### config.mk
export PLATFORM = sky130hd
export DESIGN_NAME = spi_regacc_master
export DESIGN_NICKNAME = d
export VERILOG_FILES = /design/src/rtl/spiacc_pkg.sv /design/src/rtl/spiacc_addr_sel.sv /design/src/rtl/spiacc_frame_engine.sv /design/src/rtl/spi_regacc_master.sv
export SDC_FILE = /design/constraint.sdc
export NUM_CORES = 1
export LEC_CHECK = 0
export CORE_ASPECT_RATIO = 0.9
export CORE_MARGIN = 2
export CORE_UTILIZATION = 44
export DETAILED_ROUTE_END_ITERATION = 8
export GPL_TIMING_DRIVEN = 0
export PLACE_DENSITY = 0.67
export SLEW_MARGIN = 20
export SYNTH_ARGS = -nofsm -noshare
export SYNTH_HDL_FRONTEND = slang
export SYNTH_SLANG_ARGS = --single-unit
### constraint.sdc
create_clock -name clk -period 4.9 [get_ports clk]
set_input_delay 0.98 -clock clk [delete_from_list [all_inputs] [get_ports clk]]
set_output_delay 0.98 -clock clk [all_outputs]
set_load 0.01 [all_outputs]
### src/rtl/spiacc_pkg.sv
package spiacc_pkg;

   localparam int FRAME_W = 32;
   localparam int ADDR_W  = 6;
   localparam int DATA_W  = 24;

   // frame layout, MSB first on the wire
   typedef struct packed {
      logic              wr;
      logic [ADDR_W-1:0] addr;
      logic              pad;
      logic [DATA_W-1:0] data;
   } frame_t;

   function automatic frame_t make_frame(input logic wr,
                                         input logic [ADDR_W-1:0] a,
                                         input logic [DATA_W-1:0] d);
      frame_t f;
      f.wr   = wr;
      f.addr = a;
      f.pad  = 1'b0;
      f.data = wr ? d : '0;
      return f;
   endfunction

endpackage

### src/rtl/spiacc_addr_sel.sv
module spiacc_addr_sel
   import spiacc_pkg::*;
#(
   parameter int MAX_FRAMES = 4,
   parameter int REG_COUNT  = 60,
   parameter int CNT_W      = 3
) (
   input  logic                         list_mode,
   input  logic [CNT_W-1:0]             count,
   input  logic [ADDR_W-1:0]            start_addr,
   input  logic [MAX_FRAMES*ADDR_W-1:0] list_addrs,
   output logic [MAX_FRAMES*ADDR_W-1:0] slot_addrs,
   output logic                         all_ok
);

   localparam int SUM_W = ADDR_W + CNT_W;

   logic [MAX_FRAMES-1:0] slot_bad;

   generate
      for (genvar k = 0; k < MAX_FRAMES; k++) begin : g_slot
         logic [SUM_W-1:0] wide;
         logic             used;
         assign wide = list_mode ? SUM_W'(list_addrs[k*ADDR_W +: ADDR_W])
                                 : SUM_W'(start_addr) + SUM_W'(k);
         assign used = CNT_W'(k) < count;
         assign slot_bad[k] = used && (wide >= SUM_W'(REG_COUNT));
         assign slot_addrs[k*ADDR_W +: ADDR_W] = wide[ADDR_W-1:0];
      end
   endgenerate

   assign all_ok = (slot_bad == '0) && (count != '0)
                   && (count <= CNT_W'(MAX_FRAMES));

endmodule

### src/rtl/spiacc_frame_engine.sv
module spiacc_frame_engine #(
   parameter int FRAME_W   = 32,
   parameter int SCLK_HALF = 2
) (
   input  logic               clk,
   input  logic               rst_n,
   input  logic               start,
   input  logic [FRAME_W-1:0] tx_word,
   input  logic               miso,
   output logic               sclk,
   output logic               mosi,
   output logic               cs,
   output logic [FRAME_W-1:0] rx_word,
   output logic               frame_done
);

   localparam int BC_W = $clog2(FRAME_W);

   generate
      if (FRAME_W < 2) begin : g_bad_frame
         $error("FRAME_W must be at least 2");
      end
      if (SCLK_HALF < 1) begin : g_bad_half
         $error("SCLK_HALF must be at least 1");
      end
   endgenerate

   logic               active;
   logic               sclk_q;
   logic               fdone_q;
   logic               tick;
   logic [BC_W-1:0]    bcnt;
   logic [FRAME_W-1:0] sreg;
   logic [FRAME_W-1:0] rsh;

   // half-period timer: a variant without a counter when no division is asked
   generate
      if (SCLK_HALF == 1) begin : g_nodiv
         assign tick = 1'b1;
      end else begin : g_div
         localparam int HC_W = $clog2(SCLK_HALF);
         logic [HC_W-1:0] hc;
         always_ff @(posedge clk or negedge rst_n) begin
            if (!rst_n)                      hc <= '0;
            else if (start || !active || tick) hc <= '0;
            else                             hc <= hc + 1'b1;
         end
         assign tick = (hc == HC_W'(SCLK_HALF - 1));
      end
   endgenerate

   always_ff @(posedge clk or negedge rst_n) begin
      if (!rst_n) begin
         active  <= 1'b0;
         sclk_q  <= 1'b0;
         fdone_q <= 1'b0;
         bcnt    <= '0;
         sreg    <= '0;
         rsh     <= '0;
      end else begin
         fdone_q <= 1'b0;
         if (start) begin
            active <= 1'b1;
            sreg   <= tx_word;
            bcnt   <= '0;
            sclk_q <= 1'b0;
         end else if (active && tick) begin
            if (!sclk_q) begin
               sclk_q <= 1'b1;
               rsh    <= {rsh[FRAME_W-2:0], miso};
            end else begin
               sclk_q <= 1'b0;
               sreg   <= {sreg[FRAME_W-2:0], 1'b0};
               if (bcnt == BC_W'(FRAME_W - 1)) begin
                  active  <= 1'b0;
                  fdone_q <= 1'b1;
               end else begin
                  bcnt <= bcnt + 1'b1;
               end
            end
         end
      end
   end

   assign sclk       = sclk_q;
   assign mosi       = sreg[FRAME_W-1];
   assign cs         = active;
   assign rx_word    = rsh;
   assign frame_done = fdone_q;


   mosi_hold_chk: assert property (@(posedge clk) disable iff (!rst_n)
      (active && $past(active) && !$fell(sclk_q)) |-> $stable(sreg[FRAME_W-1]));

endmodule

### src/rtl/spi_regacc_master.sv
module spi_regacc_master
   import spiacc_pkg::*;
#(
   parameter int REG_COUNT  = 60,
   parameter int MAX_FRAMES = 4,
   parameter int SCLK_HALF  = 2,
   parameter int CNT_W      = $clog2(MAX_FRAMES + 1)
) (
   input  logic                          clk,
   input  logic                          rst_n,
   input  logic                          req,
   input  logic                          req_write,
   input  logic                          req_list,
   input  logic [CNT_W-1:0]              req_count,
   input  logic [ADDR_W-1:0]             req_start,
   input  logic [MAX_FRAMES*ADDR_W-1:0]  req_addrs,
   input  logic [MAX_FRAMES*DATA_W-1:0]  req_wdata,
   output logic                          busy,
   output logic                          done,
   output logic                          err,
   output logic [CNT_W-1:0]              done_count,
   output logic [MAX_FRAMES*FRAME_W-1:0] rd_data,
   output logic                          spi_cs,
   output logic                          spi_sclk,
   output logic                          spi_mosi,
   input  logic                          spi_miso
);

   localparam int IDX_W = (MAX_FRAMES > 1) ? $clog2(MAX_FRAMES) : 1;

   generate
      if (REG_COUNT < 1 || REG_COUNT > (1 << ADDR_W)) begin : g_bad_regs
         $error("REG_COUNT must lie in 1..64");
      end
      if (MAX_FRAMES < 1) begin : g_bad_frames
         $error("MAX_FRAMES must be at least 1");
      end
   endgenerate

   logic [MAX_FRAMES*ADDR_W-1:0] sel_addrs;
   logic                         sel_ok;

   spiacc_addr_sel #(
      .MAX_FRAMES (MAX_FRAMES),
      .REG_COUNT  (REG_COUNT),
      .CNT_W      (CNT_W)
   ) u_sel (
      .list_mode  (req_list),
      .count      (req_count),
      .start_addr (req_start),
      .list_addrs (req_addrs),
      .slot_addrs (sel_addrs),
      .all_ok     (sel_ok)
   );

   logic                          busy_q, kick_q, done_q, err_q, wr_q;
   logic [IDX_W-1:0]              fidx_q;
   logic [CNT_W-1:0]              cnt_q, dcnt_q;
   logic [MAX_FRAMES*ADDR_W-1:0]  addr_q;
   logic [MAX_FRAMES*DATA_W-1:0]  data_q;
   logic [MAX_FRAMES*FRAME_W-1:0] rd_q;

   logic [CNT_W-1:0]   nxt;
   logic               more;
   logic [IDX_W-1:0]   tx_idx;
   logic [ADDR_W-1:0]  tx_addr;
   logic [DATA_W-1:0]  tx_data;
   frame_t             tx_frame;
   logic               eng_start, eng_done, eng_cs;
   logic [FRAME_W-1:0] eng_rx;

   assign nxt      = CNT_W'(fidx_q) + 1'b1;
   assign more     = nxt < cnt_q;
   assign tx_idx   = kick_q ? '0 : IDX_W'(nxt);
   assign tx_addr  = addr_q[int'(tx_idx)*ADDR_W +: ADDR_W];
   assign tx_data  = data_q[int'(tx_idx)*DATA_W +: DATA_W];
   assign tx_frame = make_frame(wr_q, tx_addr, tx_data);
   assign eng_start = kick_q | (eng_done & more);

   spiacc_frame_engine #(
      .FRAME_W   (FRAME_W),
      .SCLK_HALF (SCLK_HALF)
   ) u_eng (
      .clk        (clk),
      .rst_n      (rst_n),
      .start      (eng_start),
      .tx_word    (tx_frame),
      .miso       (spi_miso),
      .sclk       (spi_sclk),
      .mosi       (spi_mosi),
      .cs         (eng_cs),
      .rx_word    (eng_rx),
      .frame_done (eng_done)
   );

   always_ff @(posedge clk or negedge rst_n) begin
      if (!rst_n) begin
         busy_q <= 1'b0;
         kick_q <= 1'b0;
         done_q <= 1'b0;
         err_q  <= 1'b0;
         wr_q   <= 1'b0;
         fidx_q <= '0;
         cnt_q  <= '0;
         dcnt_q <= '0;
         addr_q <= '0;
         data_q <= '0;
         rd_q   <= '1;
      end else begin
         done_q <= 1'b0;
         kick_q <= 1'b0;
         if (req && !busy_q) begin
            rd_q   <= '1;
            err_q  <= !sel_ok;
            dcnt_q <= '0;
            if (sel_ok) begin
               busy_q <= 1'b1;
               kick_q <= 1'b1;
               fidx_q <= '0;
               cnt_q  <= req_count;
               wr_q   <= req_write;
               addr_q <= sel_addrs;
               data_q <= req_wdata;
            end else begin
               done_q <= 1'b1;
            end
         end else if (eng_done) begin
            rd_q[int'(fidx_q)*FRAME_W +: FRAME_W] <= eng_rx;
            if (more) begin
               fidx_q <= IDX_W'(nxt);
            end else begin
               busy_q <= 1'b0;
               done_q <= 1'b1;
               dcnt_q <= cnt_q;
            end
         end
      end
   end

   assign busy       = busy_q;
   assign done       = done_q;
   assign err        = err_q;
   assign done_count = dcnt_q;
   assign rd_data    = rd_q;
   assign spi_cs     = eng_cs;


   done_idle_chk: assert property (@(posedge clk) disable iff (!rst_n)
      done_q |-> (!busy_q && !eng_cs));


   idle_cs_chk: assert property (@(posedge clk) disable iff (!rst_n)
      !busy_q |-> !eng_cs);


   range_chk: assert property (@(posedge clk) disable iff (!rst_n)
      eng_start |-> (tx_addr < ADDR_W'(REG_COUNT)));


   refuse_chk: assert property (@(posedge clk) disable iff (!rst_n)
      (done_q && err_q) |-> (dcnt_q == '0));


   gap_chk: assert property (@(posedge clk) disable iff (!rst_n)
      (eng_done && busy_q && more) |=> eng_cs);

endmodule

---- Word-level counts from Yosys, hierarchy flattened ----
Index checks and enable logic that the tools add are counted.
storage, ports and cells
  flip-flop bits (word level) ............. 334
  latch bits .............................. 0
  bits in writable memories ............... 0
  memory bits (read-only) ................. 0
  input bits .............................. 135
  output and inout bits ................... 137
  logic and storage cells ................. 122
  memories kept ........................... 0
operators by class
  add/sub/neg operators ................... 7
  multipliers ............................. 2
  divide/modulo/power cells ............... 0
  order comparisons ....................... 10
  equal/unequal tests ..................... 4
  shifts and indexed selects .............. 4
  mux-type cells .......................... 45
  bitwise operators ....................... 4
  reductions and logical operators ........ 28
operator list
  operator                                                            number
  two-way mux 128 bit                                                 2
  bitwise mux 128 bit                                                 1
  variable shift 32 x 33 -> 128 bit (first input constant)            1
  variable part select 32 x 33 -> 128 bit                             1
  two-way mux 32 bit                                                  3
  variable part select 96 x 8 -> 24 bit                               1
  greater-or-equal comparator 9 x 6 -> 1 bit (second input constant)  4
  negator 7 -> 33 bit                                                 1
  two-way mux 9 bit                                                   3
  two-way mux 24 bit                                                  1
  variable part select 24 x 6 -> 6 bit                                1
  two-way mux 1 bit                                                   22
  two-way mux 5 bit                                                   4
  AND reduction 3 bit                                                 5
  adder 6 x 2 -> 7 bit (second input constant)                        2
  two-way mux 2 bit                                                   5
  nonzero test 2 bit                                                  5
  two-way mux 3 bit                                                   3
  logical AND 1 bit                                                   8
  multiplier 2 x 2 -> 4 bit (second input constant)                   2
  adder 6 x 1 -> 7 bit (second input constant)                        1
  less-than comparator 1 x 3 -> 1 bit (first input constant)          2
  less-than comparator 2 x 3 -> 1 bit (first input constant)          2
  two-way mux 6 bit                                                   1
  other kinds (16)                                                    23

---- Longest topological paths before layout ----
Gate-level depths: netlist of the first run.
  depth in word-level cells ............... 9
  depth in mapped cells ................... 11
  gate-level depth less buffers ........... 9

---- Modules after synthesis ----
Synthesis of the first run repeated with hierarchy kept, for this count alone.
second synthesis, totals
  cells, all modules ...................... 1,170
  area total of the unflattened synthesis .. 15,372.2 µm²
by module, submodules not included
  module               instances  cells an instance  area each (µm²)  sequential area each (µm²)
  spi_regacc_master    1          823                11,589.9         6,691.4
  spiacc_frame_engine  1          242                3,066.7          1,826.8
  spiacc_addr_sel      1          105                715.7            0.0

---- Worst setup path before layout of the first run ----
OpenSTA, ideal clock, no wires.
  path type ............................... input-to-reg
  start point ............................. input port req_start[1]
  end point ............................... register addr_q[0]
  setup time .............................. 125 ps
  arrival ................................. 2,875 ps
  data required time ...................... 4,775 ps
  setup slack ............................. 1,900 ps
  cell stages on the path ................. 10
  path buffers ............................ 2
  cell sequence ........................... inv_1 > ha_1 > a21oi_2 > mux2i_1 > a211oi_2 > o41a_1 > nand4_4 > buf_12 > buf_12 > mux2_4
on the way
  cells in the longest elaborated chain, start to end .. 8
  elaborated cells on any way between the ends .. 19
  those cells by class .................... 3 x add/sub; 4 x order compare; 4 x mux; 8 x reduce/logical
ends and longest elaborated chain
  element                                                       line                      RTL
  from (decl)                                                   spi_regacc_master.sv:15   input logic [ADDR_W-1:0] req_start,
  adder 6 x 1 -> 7 bit or adder 6 x 2 -> 7 bit (tied branches)  spiacc_addr_sel.sv:25     : SUM_W'(start_addr) + SUM_W'(k);
  two-way mux 9 bit                                             spiacc_addr_sel.sv:24     assign wide = list_mode ? SUM_W'(list_addrs[k*ADDR_W +: ADDR_W])
  greater-or-equal comparator 9 x 6 -> 1 bit                    spiacc_addr_sel.sv:27     assign slot_bad[k] = used && (wide >= SUM_W'(REG_COUNT));
  logical AND 1 bit                                             spiacc_addr_sel.sv:27
  zero test 4 bit *                                             spiacc_addr_sel.sv:32     assign all_ok = (slot_bad == '0) && (count != '0)
  logical AND 1 bit *                                           spiacc_addr_sel.sv:32
  logical AND 1 bit *                                           spiacc_addr_sel.sv:33     && (count <= CNT_W'(MAX_FRAMES));
  AND reduction 2 bit (no source line) *                        -
  to (signal assigned)                                          spi_regacc_master.sv:122  addr_q <= sel_addrs;
  to (decl)                                                     spi_regacc_master.sv:59   logic [MAX_FRAMES*ADDR_W-1:0] addr_q;
Mark *: on every way between the ends. The rest lies on a longest branch, timed or not.
A chain may end at the register's enable or synchronous reset.

---- Worst setup path after layout of the first run ----
  start point ............................. register fidx_q[0]
  end point ............................... register u_eng.rsh[6], in the netlist u_eng.rx_word[6]
on the way
  cells in the longest elaborated chain, start to end .. 6
ends and longest elaborated chain
  element                               line                       RTL
  from (decl)                           spi_regacc_master.sv:57    logic [IDX_W-1:0] fidx_q;
  from (signal assigned)                spi_regacc_master.sv:130   fidx_q <= IDX_W'(nxt);
  adder 2 x 1 -> 3 bit                  spi_regacc_master.sv:72    assign nxt = CNT_W'(fidx_q) + 1'b1;
  less-than comparator 3 bit            spi_regacc_master.sv:73    assign more = nxt < cnt_q;
  bitwise AND 1 bit                     spi_regacc_master.sv:78    assign eng_start = kick_q | (eng_done & more);
  OR 1 bit                              spi_regacc_master.sv:78
  inverter 1 bit (no source line)       -
  AND reduction 3 bit (no source line)  -
  to (signal assigned)                  spiacc_frame_engine.sv:70  rsh <= {rsh[FRAME_W-2:0], miso};
  to (decl)                             spiacc_frame_engine.sv:34  logic [FRAME_W-1:0] rsh;
No other way between the ends.

==> run_results.csv, run 1 <==
group,metric,value,unit
outcome,status,"complete, no violations",
clock_tree,cts_resized,0,
die,coreArea,33200,um^2
grt,grt_start_max_net_pins,101,
clock_tree,cts_buffer_depth,3,
power_and_ir_drop,fin_total_pwr,6.57,mW
logic_synthesis,synthArstFlopShare,100,%
timing,rsz0062_at_grt,"false",
logic_synthesis,yosysTopAreaCellShare,34.5,%
die,row_count,63,
clock_tree,cts_tree,"built",
logic_synthesis,syn_nets,1309,
die,start_util,45.0,%
timing,clock-skew-final,0.0179,ns
finish,finalNonFillerCells,1954,
timing,worst_slack,1.48,ns
timing,hold_viol,0,
logic_synthesis,syn_inst,1162,
power_and_ir_drop,p_switching,1.55,mW
place,preCtsSetupSlack,1.04,ns
logic_synthesis,synth_common_cells,"dfrtp_1 (206), nand2_1 (184), a221o_1 (129)",
critical_path,worst_path_most_repeated_cell,"ha_1",
logic_synthesis,yosys-top-cells-area,"dfrtp_1 (35%), dfstp_2 (23%), mux2_4 (9.0%)",
place,place.gp.congestion,0.849,
timing,finalSetupViolCount,0,
power_and_ir_drop,p_int,5.03,mW
critical_path,cp.required,5.29,ns
critical_path,crit_buf_inv,3,
clock_tree,postCtsSetupBuffers,0,
power_and_ir_drop,seq_power_share,47.1,%
finish,nets,1619,
grt,grt_pass1_vias,10800,
timing,max_freq,0.292,GHz
logic_synthesis,synth_area,14900,um^2
timing,min_period_over_period,69.8,%
grt,grt_pass1_wl,62.3,mm
clock_tree,clk_pin_slew_worst_paths,0.07,ns
critical_path,slowest_delay,0.48,ns
power_and_ir_drop,pwr-share-clk,41.6,%
die,top_level_ports,272,
drt,post-route-drc-count,0,
drt,dr.pass1.iters,5,
logic_synthesis,synth.avg_cell_area,12.8,um^2
critical_path,crit_slowest_cell,"dfrtp_1",
drt,drt_iter0_drc,633,
logic_synthesis,synthDistinctLibCells,52,
grt,grt_overflow,0,
drt,viasPerCell,5.53,
clock_tree,htreeDepth,2,
clock_tree,cts_root_buf,"clkbuf_16",
place,place.port_buffers,270,
clock_tree,clock_latency,0.51,ns
finish,drive_gt1_share,24.8,%
logic_synthesis,synth-main-ff-cell,"dfrtp_1",
critical_path,worstPathMaxFanout,10,
drt,wl,39.6,mm
hold_path,hp-class,"input port to async pin",
critical_path,cp_cell_sequence,"inv_1 -> ha_1 -> ha_1 -> a21boi_0 -> o21ai_1 -> nand3b_1 -> nand2b_1 -> clkbuf_1 -> nor3_2 -> buf_2 -> mux2_2",
grt,antenna_found_initial,2,
die,die_w,198,um
timing,min_period,3.42,ns
grt,track_usage,22.4,%
clock_tree,cts-buffers-inserted,35,
critical_path,critical_path_arrival,3.81,ns
drt,wl_per_cell,20.3,um
clock_tree,cts_hold_buf,0,
logic_synthesis,yosysWarnings,0,
critical_path,critical_path_class,"flip-flop to flip-flop",
power_and_ir_drop,p_leak,8.81,nW
drt,vias,10800,
job,max-cap-violations,0,
timing,slew_violations,0,
timing,relSlewSlack,25.5,%
power_and_ir_drop,power_frac_comb,11.3,%
die,dieHeight,179,um
critical_path,crit_path_start_kind,"flip-flop",
logic_synthesis,synth_area_leader_cell,"dfrtp_1",
drt,ant_nets,0,
power_and_ir_drop,switching_share,23.5,%
logic_synthesis,synth_most_common_cell,"dfrtp_1",
logic_synthesis,synth-seq-area-share,57.1,%
clock_tree,cts.sinks,334,
logic_synthesis,ys_ff_latch,334,
place,dp_hpwl,29.1,mm
critical_path,end_kind,"flip-flop",
power_and_ir_drop,powerDensity,337,nW/um^2
place,dpl.cell_count,1890,
die,die-area,35400,um^2
logic_synthesis,synth_edf_count,0,
timing,worst_pin_slew,1.11,ns
power_and_ir_drop,ir_drop,0.220,mV
timing,fin_setup_tns,0,ns
finish,syn_to_final_growth,30.6,%
critical_path,cp_top_family,"buffers and inverters",
## power groups by stage
| stage | logic, mW | clock network, mW | registers, mW |
|---|---|---|---|
| floorplan | 0.328 | 0 | 3.13 |
| global placement | 0.727 | 0 | 3.13 |
| detailed placement | 0.751 | 0 | 3.14 |
| CTS | 0.753 | 2.78 | 3.09 |
| global route | 0.812 | 2.92 | 3.12 |
| finish | 0.744 | 2.73 | 3.09 |
## area by class of cell
type / count / area (um^2)
well taps: 455 / 569
plain buffers: 98 / 563
clock buffers: 53 / 1060
repair buffers: 273 / 2790
diodes: 1 / 2.50
multi-input cells: 715 / 5800
clock inverters: 10 / 130
flip-flops and latches: 334 / 8520
inverters: 15 / 56.3
fillers: 2712 / 13700
## worst paths after layout
| check | start | endpoint | slack (ns) | depth (start not counted) |
|---|---|---|---|---|
| min | rst_n | u_eng.rx_word[12] | 0.37 | 1 |
| max | fidx_q[0] | u_eng.rx_word[6] | 1.48 | 11 |
| min in group clk | u_eng.g_div.hc | u_eng.g_div.hc | 0.49 | 1 |
| min reg2reg | u_eng.g_div.hc | u_eng.g_div.hc | 0.49 | 1 |
| max in group asynchronous | rst_n | data_q[15] | 3.25 | 3 |
| max reg2reg | fidx_q[0] | u_eng.rx_word[6] | 1.48 | 11 |
## per-stage QoR
step / cell area (um^2) / hold WS [ns] / utilization [%]
floorplan: 14900 / 0.447 / -
global placement: 18200 / 0.460 / 54.8
detailed placement: 18300 / 0.469 / 55.1
CTS: 19500 / 0.362 / 58.7
global route: 19500 / 0.369 / 58.7
finish: 19500 / 0.370 / 58.7
## worst register-to-register path, cell delays in order, from the launching register on
cell	delay [ns]
dfrtp_1	0.48
inv_1	0.15
ha_1	0.43
ha_1	0.31
a21boi_0	0.18
o21ai_1	0.10
nand3b_1	0.18
nand2b_1	0.08
clkbuf_1	0.24
nor3_2	0.41
buf_2	0.36
mux2_2	0.38
## metal layers
layer  part of all wire, %  up-vias  track usage (%)
met5                 0.033        -                0
met4                   2.1        2             6.27
met3                   5.7       56             3.88
met2                    46      349             34.7
met1                    46     5482             32.6
li1                      -     4907                -
## flip-flops by register name (all words and copies together), names as in the netlist
signal            flops
addr_q               24
busy                  1
cnt_q                 3
data_q               96
done                  1
done_count            3
err                   1
fidx_q                2
kick_q                1
rd_data             128
u_eng.bcnt            5
u_eng.cs              1
u_eng.frame_done      1
u_eng.g_div.hc        1
u_eng.rx_word        32
u_eng.sclk            1
u_eng.sreg           32
wr_q                  1
## layout by cell type, fill, tap and decap left out, drive strengths merged, types with 15 or more instances in the layout
cell,n
o21ai,16
clkdlybuf4s50,269
nand2,184
nand3,38
dfstp,128
buf,28
a31oi,53
inv,15
clkbuf,127
a221o,129
mux2,154
mux2i,38
dfrtp,206
nor2,22
## kinds of logic (layout without fill, tap and decap cells)
logic type / count (synthesis) / after routing / synth area share (%)
DFF: 334 / 334 / 57.1
adders and majority gates: 12 / 12 / 1.01
AOI/OAI and AO/OA: 225 / 225 / 12.7
buffers and inverters: 113 / 449 / 4.15
xor gates and xnor gates: 12 / 12 / 0.704
and+or+nand+nor: 274 / 274 / 7.93
other: 0 / 1 / 0
muxes: 192 / 192 / 16.4
Power figures use the tool's default switching activity.
==> inputs of run 2 (changes only) <==
PLACE_DENSITY = 0.7   (was 0.67)
clock period = 2.9 ns   (was 4.9 ns; I/O delays follow)
==> run 2 against run 1 <==
  * Design area rose by 0.55%
  * Sequential cell count did not move
  * Highest routed layer is now met4
  * Sequential share of layout area decreased by 0.23 points
  * Critical endpoint is now data_q[39]
  * Non-clock buffer count grew 3
  * Setup slack worse by 1.4 ns
==> run_results.csv, run 2 (same netlist as run 1, synthesis figures left out) <==
group,metric,value,unit
outcome,status,"complete, no violations",
timing,slew_violations,0,
drt,wl_per_cell,20.4,um
finish,nets,1623,
die,start_util,45.0,%
grt,grt_pass1_vias,10900,
die,row_count,63,
job,max-cap-violations,0,
finish,mostFrequentLayoutCell,"clkdlybuf4s50_1",
timing,clock-skew-final,0.0155,ns
finish,finalNonFillerCells,1956,
power_and_ir_drop,powerDensity,568,nW/um^2
place,place.port_buffers,270,
timing,relSlewSlack,29.2,%
finish,largest_reg_flops,128,
timing,finalSetupViolCount,0,
timing,fin_setup_tns,0,ns
drt,wl,39.8,mm
die,top_level_ports,272,
finish,final_cell_mix,"clkdlybuf4s50_1 (267), dfrtp_1 (205), nand2_1 (184)",
clock_tree,cts_hold_buf,0,
clock_tree,cts_tree,"built",
clock_tree,clk_pin_slew_worst_paths,0.06,ns
clock_tree,cts-buffers-inserted,36,
timing,worst_slack,0.111,ns
drt,viasPerCell,5.54,
clock_tree,cts_root_buf,"clkbuf_16",
finish,drive_gt1_share,25.9,%
drt,vias,10800,
drt,drt_iter0_drc,718,
power_and_ir_drop,fin_total_pwr,11.1,mW
clock_tree,clock_latency,0.53,ns
timing,max_freq,0.359,GHz
critical_path,critical_path_class,"input port to flip-flop",
die,die_w,198,um
place,dpl.cell_count,1890,
clock_tree,cts_buffer_depth,3,
timing,min_period_over_period,96.2,%
grt,grt_start_max_net_pins,99,
power_and_ir_drop,p_leak,8.88,nW
grt,antenna_found_initial,0,
place,dp_hpwl,29.3,mm
timing,min_period,2.79,ns
place,placed_area,18300,um^2
finish,syn_to_final_growth,31.3,%
drt,ant_nets,0,
power_and_ir_drop,ir_drop,0.353,mV
grt,track_usage,22.5,%
critical_path,crit_path_start_kind,"input port",
critical_path,worstPathMaxFanout,10,
clock_tree,htreeDepth,2,
drt,dr.pass1.iters,5,
timing,hold_viol,0,
timing,worst_pin_slew,1.05,ns
die,coreArea,33200,um^2
place,preCtsSetupSlack,-0.566,ns
grt,grt_pass1_wl,62.3,mm
die,dieHeight,179,um
die,die-area,35400,um^2
clock_tree,cts.sinks,334,
grt,grt_overflow,0,
critical_path,cp.required,3.30,ns
critical_path,critical_path_arrival,3.19,ns
critical_path,end_kind,"flip-flop",
timing,hold-worst-slack,0.0107,ns
place,place.gp.congestion,0.843,
finish,antenna_cells,0,
finish,fin_area,19600,um^2
drt,post-route-drc-count,0,
finish,fin_util,59.0,%
hold_path,hp-class,"input port to async pin",
## run 2: cell types whose count changed in the layout (fill, tap and decap cells not counted), sizes merged
cell           change
buf                +4
bufbuf             +1
bufinv             -1
clkbuf             -4
clkdlybuf4s50      -2
clkinvlp           -1
diode              -1
dlygate4sd2        +2
inv                +4
## run 2: layout make-up
class                      instances  area, um^2
fill                            2675       13600
tap                              455         569
sequential                       334        8520
clock inverter                    12         148
multi-input combinational        715        5810
inverter                          15        56.3
timing repair buffer             277        2860
buffer                            97         582
clock buffer                      51        1050
## run 2: report_power, final
part / switching (mW) / internal [mW]
Combinational: 0.561 / 0.701
Sequential: 0.216 / 5.01
Clock: 1.91 / 2.73
## run 2: timing repair
action	4_1_cts	5_1_grt
gates cloned	1	0
setup buffers	1	2
gates resized for setup	16	9
setup endpoints to repair	149	108
pin swaps	2	0
## run 2: final timing paths
check,start,endpoint,slack (ns),depth (start not counted)
max,req_start[2],data_q[39],0.11,10
min,rst_n,u_eng.rx_word[14],0.01,1
max reg2reg,fidx_q[0],rd_data[57],0.12,6
min reg2reg,err,err,0.49,1
max in group asynchronous,rst_n,data_q[13],1.24,4
min in group clk,err,err,0.49,1
## run 2: metal layers
metal	routed length (um)	part of all wire [%]	track usage, %
met1	18200	46	32.2
met2	18800	47	36.5
met3	2180	5.5	3.09
met4	671	1.7	5.23
met5	0	0	0
## run 2: critical path, stage by stage
cell	delay, ns
clkdlybuf4s50_1	0.45
ha_2	0.24
a21oi_2	0.19
mux2i_1	0.24
a211oi_2	0.08
o41a_1	0.47
nand4_4	0.16
bufbuf_16	0.31
buf_12	0.15
mux2_4	0.30
